==> src/rtl/lcd_seq_pkg.sv <==
package lcd_seq_pkg;
  typedef enum logic [1:0] {SEL_HOLD, SEL_INC, SEL_CLR} path_sel_e;
  typedef enum logic [1:0] {ST_IDLE, ST_INIT, ST_PRINT} seq_state_e;
endpackage

==> src/rtl/lcd_msg_rom.sv <==
module lcd_msg_rom #(
  parameter int ADDR_W   = 5,
  parameter int MSG_LEN  = 16,
  parameter logic [8*MSG_LEN-1:0] MSG = "HELLO WORLD!    "
) (
  input  logic [ADDR_W-1:0] addr_i,
  output logic [7:0]        data_o
);
  localparam int CFG_N = 4;

  function automatic logic [7:0] rom_byte(input int a);
    case (a)
      0: return 8'h38;  // 8-bit bus, two lines, 5x8 font
      1: return 8'h06;  // entry mode: increment, no shift
      2: return 8'h0C;  // display on, cursor off
      3: return 8'h01;  // clear display
      default:
        if (a < CFG_N + MSG_LEN) return MSG[8*(MSG_LEN-1-(a-CFG_N)) +: 8];
        else return 8'h20;
    endcase
  endfunction

  always_comb data_o = rom_byte(int'(addr_i));
endmodule

==> src/rtl/lcd_addr_path.sv <==
module lcd_addr_path
  import lcd_seq_pkg::*;
#(
  parameter int ADDR_W    = 5,
  parameter int LAST_ADDR = 19
) (
  input  logic              clk_i,
  input  logic              rst_ni,
  input  path_sel_e         sel_i,
  output logic [ADDR_W-1:0] addr_o
);
  localparam logic [ADDR_W-1:0] LAST = ADDR_W'(LAST_ADDR);
  logic [ADDR_W-1:0] addr_q;

  always_ff @(posedge clk_i or negedge rst_ni) begin
    if (!rst_ni) addr_q <= '0;
    else begin
      case (sel_i)
        SEL_INC: addr_q <= addr_q + 1'b1;
        SEL_CLR: addr_q <= '0;
        default: addr_q <= addr_q;
      endcase
    end
  end

  assign addr_o = addr_q;

  AST_ADDR_BOUND: assert property (@(posedge clk_i) disable iff (!rst_ni) addr_q <= LAST);
endmodule

==> src/rtl/lcd_delay_path.sv <==
module lcd_delay_path
  import lcd_seq_pkg::*;
#(
  parameter int CNT_W     = 22,
  parameter int CNT_LIMIT = 3549999
) (
  input  logic             clk_i,
  input  logic             rst_ni,
  input  path_sel_e        sel_i,
  output logic [CNT_W-1:0] cnt_o
);
  localparam logic [CNT_W-1:0] LIMIT = CNT_W'(CNT_LIMIT);
  logic [CNT_W-1:0] cnt_q;

  always_ff @(posedge clk_i or negedge rst_ni) begin
    if (!rst_ni) cnt_q <= '0;
    else begin
      case (sel_i)
        SEL_INC: cnt_q <= cnt_q + 1'b1;
        SEL_CLR: cnt_q <= '0;
        default: cnt_q <= cnt_q;
      endcase
    end
  end

  assign cnt_o = cnt_q;

  AST_CNT_BOUND: assert property (@(posedge clk_i) disable iff (!rst_ni) cnt_q <= LIMIT);
endmodule

==> src/rtl/lcd_seq_ctrl.sv <==
module lcd_seq_ctrl
  import lcd_seq_pkg::*;
#(
  parameter int ADDR_W    = 5,
  parameter int CNT_W     = 22,
  parameter int CFG_LAST  = 3,
  parameter int LAST_ADDR = 19,
  parameter int CNT_LIMIT = 3549999
) (
  input  logic              clk_i,
  input  logic              rst_ni,
  input  logic              start_i,
  input  logic [ADDR_W-1:0] addr_i,
  input  logic [CNT_W-1:0]  cnt_i,
  output path_sel_e         addr_sel_o,
  output path_sel_e         cnt_sel_o,
  output logic              busy_o,
  output logic              done_o
);
  localparam logic [ADDR_W-1:0] CFG_END = ADDR_W'(CFG_LAST);
  localparam logic [ADDR_W-1:0] LAST    = ADDR_W'(LAST_ADDR);
  localparam logic [CNT_W-1:0]  LIMIT   = CNT_W'(CNT_LIMIT);

  seq_state_e state_q, state_d;
  logic       done_q;
  logic       win_end, seq_end;

  assign win_end = (cnt_i == LIMIT);
  assign seq_end = (state_q == ST_PRINT) && win_end && (addr_i == LAST);

  always_comb begin
    state_d    = state_q;
    addr_sel_o = SEL_HOLD;
    cnt_sel_o  = SEL_INC;
    case (state_q)
      ST_IDLE: begin
        addr_sel_o = SEL_CLR;
        cnt_sel_o  = SEL_CLR;
        if (start_i) state_d = ST_INIT;
      end
      ST_INIT: begin
        if (win_end) begin
          addr_sel_o = SEL_INC;
          cnt_sel_o  = SEL_CLR;
          if (addr_i == CFG_END) state_d = ST_PRINT;
        end
      end
      ST_PRINT: begin
        if (win_end) begin
          cnt_sel_o = SEL_CLR;
          if (addr_i == LAST) begin
            addr_sel_o = SEL_CLR;
            state_d    = ST_IDLE;
          end else begin
            addr_sel_o = SEL_INC;
          end
        end
      end
      default: state_d = ST_IDLE;
    endcase
  end

  always_ff @(posedge clk_i or negedge rst_ni) begin
    if (!rst_ni) begin
      state_q <= ST_IDLE;
      done_q  <= 1'b0;
    end else begin
      state_q <= state_d;
      done_q  <= seq_end;
    end
  end

  assign busy_o = (state_q != ST_IDLE);
  assign done_o = done_q;

  AST_DONE_PULSE: assert property (@(posedge clk_i) disable iff (!rst_ni) done_o |=> !done_o);
  AST_DONE_IDLE: assert property (@(posedge clk_i) disable iff (!rst_ni) done_o |-> !busy_o);
  AST_ADDR_HOLD: assert property (@(posedge clk_i) disable iff (!rst_ni)
    (busy_o && !win_end) |=> $stable(addr_i));
  AST_START_IGNORED: assert property (@(posedge clk_i) disable iff (!rst_ni)
    (state_q == ST_PRINT && start_i && !seq_end) |=> state_q == ST_PRINT);
endmodule

==> src/rtl/lcd_write_seq.sv <==
module lcd_write_seq
  import lcd_seq_pkg::*;
#(
  parameter int SETUP_CYC = 500000,
  parameter int HIGH_CYC  = 2900000,
  parameter int HOLD_CYC  = 150000,
  parameter int CNT_W     = 22,
  parameter int MSG_LEN   = 16,
  parameter logic [8*MSG_LEN-1:0] MSG = "HELLO WORLD!    "
) (
  input  logic       clk_i,
  input  logic       rst_ni,
  input  logic       start_i,
  output logic       lcd_rs_o,
  output logic       lcd_rw_o,
  output logic       lcd_e_o,
  output logic [7:0] lcd_db_o,
  output logic       done_o
);
  localparam int CFG_N     = 4;
  localparam int N_BYTES   = CFG_N + MSG_LEN;
  localparam int ADDR_W    = $clog2(N_BYTES);
  localparam int LAST_ADDR = N_BYTES - 1;
  localparam int WIN_CYC   = SETUP_CYC + HIGH_CYC + HOLD_CYC;
  localparam logic [CNT_W-1:0]  E_ON    = CNT_W'(SETUP_CYC);
  localparam logic [CNT_W-1:0]  E_OFF   = CNT_W'(SETUP_CYC + HIGH_CYC);
  localparam logic [ADDR_W-1:0] CFG_END = ADDR_W'(CFG_N - 1);

  path_sel_e         addr_sel, cnt_sel;
  logic [ADDR_W-1:0] addr;
  logic [CNT_W-1:0]  cnt;
  logic [7:0]        rom_data;
  logic              busy;

  lcd_addr_path #(.ADDR_W(ADDR_W), .LAST_ADDR(LAST_ADDR)) u_addr (
    .clk_i(clk_i), .rst_ni(rst_ni), .sel_i(addr_sel), .addr_o(addr)
  );

  lcd_delay_path #(.CNT_W(CNT_W), .CNT_LIMIT(WIN_CYC - 1)) u_delay (
    .clk_i(clk_i), .rst_ni(rst_ni), .sel_i(cnt_sel), .cnt_o(cnt)
  );

  lcd_msg_rom #(.ADDR_W(ADDR_W), .MSG_LEN(MSG_LEN), .MSG(MSG)) u_rom (
    .addr_i(addr), .data_o(rom_data)
  );

  lcd_seq_ctrl #(
    .ADDR_W(ADDR_W), .CNT_W(CNT_W), .CFG_LAST(CFG_N - 1),
    .LAST_ADDR(LAST_ADDR), .CNT_LIMIT(WIN_CYC - 1)
  ) u_ctrl (
    .clk_i(clk_i), .rst_ni(rst_ni), .start_i(start_i),
    .addr_i(addr), .cnt_i(cnt),
    .addr_sel_o(addr_sel), .cnt_sel_o(cnt_sel),
    .busy_o(busy), .done_o(done_o)
  );

  // Outputs decode from registered address and count only.
  assign lcd_e_o  = busy && (cnt >= E_ON) && (cnt < E_OFF);
  assign lcd_rs_o = busy && (addr > CFG_END);
  assign lcd_rw_o = 1'b0;
  assign lcd_db_o = rom_data;

  AST_DB_STABLE: assert property (@(posedge clk_i) disable iff (!rst_ni)
    (lcd_e_o && $past(lcd_e_o)) |-> ($stable(lcd_db_o) && $stable(lcd_rs_o)));
  AST_DB_HOLD_AT_FALL: assert property (@(posedge clk_i) disable iff (!rst_ni)
    $fell(lcd_e_o) |-> $stable(lcd_db_o));
  AST_RS_SETTLED: assert property (@(posedge clk_i) disable iff (!rst_ni)
    $rose(lcd_e_o) |-> $stable(lcd_rs_o));
  AST_IDLE_QUIET: assert property (@(posedge clk_i) disable iff (!rst_ni)
    done_o |-> (!lcd_e_o && !lcd_rs_o));
endmodule

==> config.mk <==
export PLATFORM = sky130hd
export DESIGN_NAME = lcd_write_seq
export DESIGN_NICKNAME = d
export VERILOG_FILES = /design/src/rtl/lcd_seq_pkg.sv /design/src/rtl/lcd_msg_rom.sv /design/src/rtl/lcd_addr_path.sv /design/src/rtl/lcd_delay_path.sv /design/src/rtl/lcd_seq_ctrl.sv /design/src/rtl/lcd_write_seq.sv
export SDC_FILE = /design/constraint.sdc
export NUM_CORES = 1
export LEC_CHECK = 0
export BUFFER_PORTS_ARGS = -buffer_cell sky130_fd_sc_hd__buf_2
export CORE_ASPECT_RATIO = 0.9
export CORE_MARGIN = 3
export CORE_UTILIZATION = 36
export DETAILED_ROUTE_END_ITERATION = 8
export GPL_TIMING_DRIVEN = 0
export SYNTH_ARGS = -nofsm -noshare
export SYNTH_HDL_FRONTEND = slang
export SYNTH_SLANG_ARGS = --single-unit
==> constraint.sdc <==
create_clock -name clk_i -period 2.85 [get_ports clk_i]
set_clock_uncertainty 0.05 [all_clocks]
set_input_delay 0.57 -clock clk_i [delete_from_list [all_inputs] [get_ports clk_i]]
set_output_delay 0.57 -clock clk_i [all_outputs]
set_load 0.1 [all_outputs]
==> flow_summary.json <==
{
  "initial_utilization": 0.3797,
  "avgSynthCellArea_um2": 8.375,
  "max_stage_delay_ns": 0.45,
  "grt_pass1_vias": 1979,
  "fill_cells": 561,
  "globalplace.congestion": 0.8360,
  "fmax_ghz": 0.3614,
  "drive_gt1_frac": 0.2559,
  "port_buffers": 12,
  "grt_pass1_wl_um": 9515,
  "routed_wl_um": 5493,
  "internal-power_mw": 1.291,
  "syn_inst": 264,
  "maxCapViolCount": 0,
  "ir_drop_mv": 0.2994,
  "startpoint_type": "flop",
  "slew_headroom": 0.5004,
  "crit_top_cell": "buf_4",
  "dpl_cell_area_um2": 2536,
  "nets": 314,
  "clkPwrFrac": 0.136,
  "cts_tree": "built",
  "post-route-min-period_ns": 2.767,
  "setup_ws_ns": 0.08285,
  "crit_fanout": 3,
  "first_iter_violations": 82,
  "power_frac_comb": 0.659,
  "setup_viol": 0,
  "r2r_start": "u_delay.cnt_o[0]",
  "status": "complete, no violations",
  "fp-row-count": 26,
  "cp_top_family": "compound AO/OA/AOI/OAI gates",
  "min_path_type": "input port to async pin",
  "synth-seq-area-share": 0.3396,
  "synth-async-reset-ratio": 1.000,
  "track_usage": 0.1701,
  "mappedNetlistArea_um2": 2211,
  "p_sw_frac": 0.5093,
  "top_level_ports": 15,
  "grt_max_degree": 31,
  "fin_cells": 367,
  "cp-startpoint": "u_addr.addr_o[1]",
  "layout_common_cells": "nand2_1, dfrtp_1, nand3_1, o21ai_0, buf_4",
  "report.final.slew_viol_count": 0,
  "final_common_cell": "nand2_1",
  "die-area_um2": 7119,
  "end_kind": "primary output",
  "leakagePower_nw": 1.192,
  "firstDrtPassIters": 4,
  "synth_top_area_share": 0.3396,
  "ctsHoldBuffers": 0,
  "fp.dieW_um": 88.61,
  "hold_violations": 0,
  "cts_root_buf": "clkbuf_8",
  "synth_area_leader_cell": "dfrtp_1",
  "vias_per_cell": 5.668,
  "clk_pin_slew_ns": 0.07,
  "crit_buf_inv": 2,
  "area_growth_pct": 29.88,
  "synth-seq-cells": 30,
  "power_frac_seq": 0.205,
  "yosysWarnings": 0,
  "vias": 2080,
  "fin_crit_sh": 0.9709,
  "cts_sinks": 30,
  "crit_chain": "buf_4 -> ha_4 -> o41ai_4 -> o21ai_1 -> o21ai_2 -> buf_4",
  "synth_area_leaders": "dfrtp_1, ha_1, o21ai_0, nand2_1, nand3_1",
  "dpl.hpwl_um": 3975,
  "die_h_um": 80.35,
  "slowest_stage": "o41ai_4",
  "cp.arrival_ns": 2.15,
  "p_sw_mw": 1.340,
  "grt.overflow.total": 0,
  "numCtsBuffers": 5,
  "drc": 0,
  "ant_nets": 0,
  "required_ns": 2.23,
  "clock_path_buffers": 2,
  "cellPowerDensity_nw_per_um2": 916.3,
  "antenna_found_initial": 0,
  "cts-htree-levels": 2,
  "fin_area_um2": 2872,
  "worst-slew-pin-transition_ns": 0.7426,
  "wire_per_inst_um": 14.97,
  "ys_types": 57,
  "num_antenna_cells": 0,
  "ys.flop_type": "dfrtp_1",
  "synth_edf_count": 0,
  "place_inst": 347,
  "core_um2": 5823,
  "critical_path_class": "flop to primary output",
  "dpl_worst_slack_ns": 0.01972,
  "fin_util": 0.4931,
  "insertion_delay_ns": 0.28
}
-- cell type report --
type | instances | area (um^2) | share of cell area
multi-input cells | 213 | 1572 | 0.5473
flip-flops and latches | 30 | 752.0 | 0.2619
repair buffers | 24 | 224.0 | 0.07800
plain buffers | 11 | 96.34 | 0.03355
well taps | 70 | 87.58 | 0.03050
clock buffers | 7 | 86.33 | 0.03007
inverters | 11 | 48.80 | 0.01699
clock inverters | 1 | 5.005 | 0.001743
-- power groups by stage --
stage	Sequential [mW]	Clock [mW]	Combinational, mW
after global routing	0.548	0.388	1.88
after global placement	0.549	0	1.45
final	0.539	0.357	1.73
after floorplan	0.535	0	1.23
after detailed placement	0.548	0	1.46
after CTS	0.534	0.369	1.63
-- path summary, 6_finish.rpt --
| path | slack, ns | to | cells past startpoint |
|---|---|---|---|
| min in group clk_i | 0.51 | u_addr.addr_o[3] | 1 |
| hold / removal | 0.27 | u_delay.cnt_o[21] | 1 |
| setup / recovery | 0.08 | lcd_db_o[3] | 6 |
| max in group asynchronous | 1.99 | u_addr.addr_o[3] | 1 |
| setup reg to reg | 0.31 | u_addr.addr_o[3] | 10 |
| hold reg to reg | 0.51 | u_addr.addr_o[3] | 1 |
-- flip-flops by register name (all words and copies together) (netlist names) --
name,flops
u_addr.addr_o,5
u_delay.cnt_o,22
u_ctrl.done_o,1
u_ctrl.state_q,2
-- per-stage QoR --
step                hold WS, ns     TNS, ns  power, mW
global placement         0.4847           0      2.003
finish                   0.2744           0      2.631
detailed placement       0.4825           0      2.012
CTS                      0.3013  -0.0008205      2.532
global route             0.3253    -0.01978      2.812
floorplan                0.2244     -0.5454      1.768
-- Yosys cell counts (all sizes together) (2+ instances only) --
cell type / n
a211oi: 2
a21boi: 3
a21oi: 10
a31oi: 4
and3: 7
buf: 4
clkbuf: 7
dfrtp: 30
ha: 15
inv: 11
mux2: 2
nand2: 32
nand2b: 3
nand3: 19
nand4: 6
nand4bb: 2
nor2: 15
nor2b: 4
nor3: 7
nor3b: 2
nor4: 6
o211ai: 7
o21ai: 28
o31ai: 8
o41ai: 2
or2: 2
or3: 2
or4: 3
xor2: 4
-- logic make-up after synthesis --
kind of cell / share of synthesized area
and+or+nand+nor: 0.2886
adders and majority gates: 0.08489
other: 0.001696
muxes: 0.01471
DFF: 0.3396
buffers and inverters: 0.04244
AOI/OAI and AO/OA: 0.2083
xor gates and xnor gates: 0.01981
-- layer usage --
layer | wire length, um | track usage
met5 | 0 | 0
met4 | 62 | 0.04985
met3 | 125 | 0.03385
met2 | 2566 | 0.2631
met1 | 2739 | 0.2391
-- what timing repair did --
item                                    CTS  global route
gates resized for setup                  23            16
endpoints found under the setup margin    8            12
pin swaps                                 0             8
buffers inserted                          2            10
endpoints found under the hold margin     0             0
No activity file was read; power rests on OpenSTA's default activity.
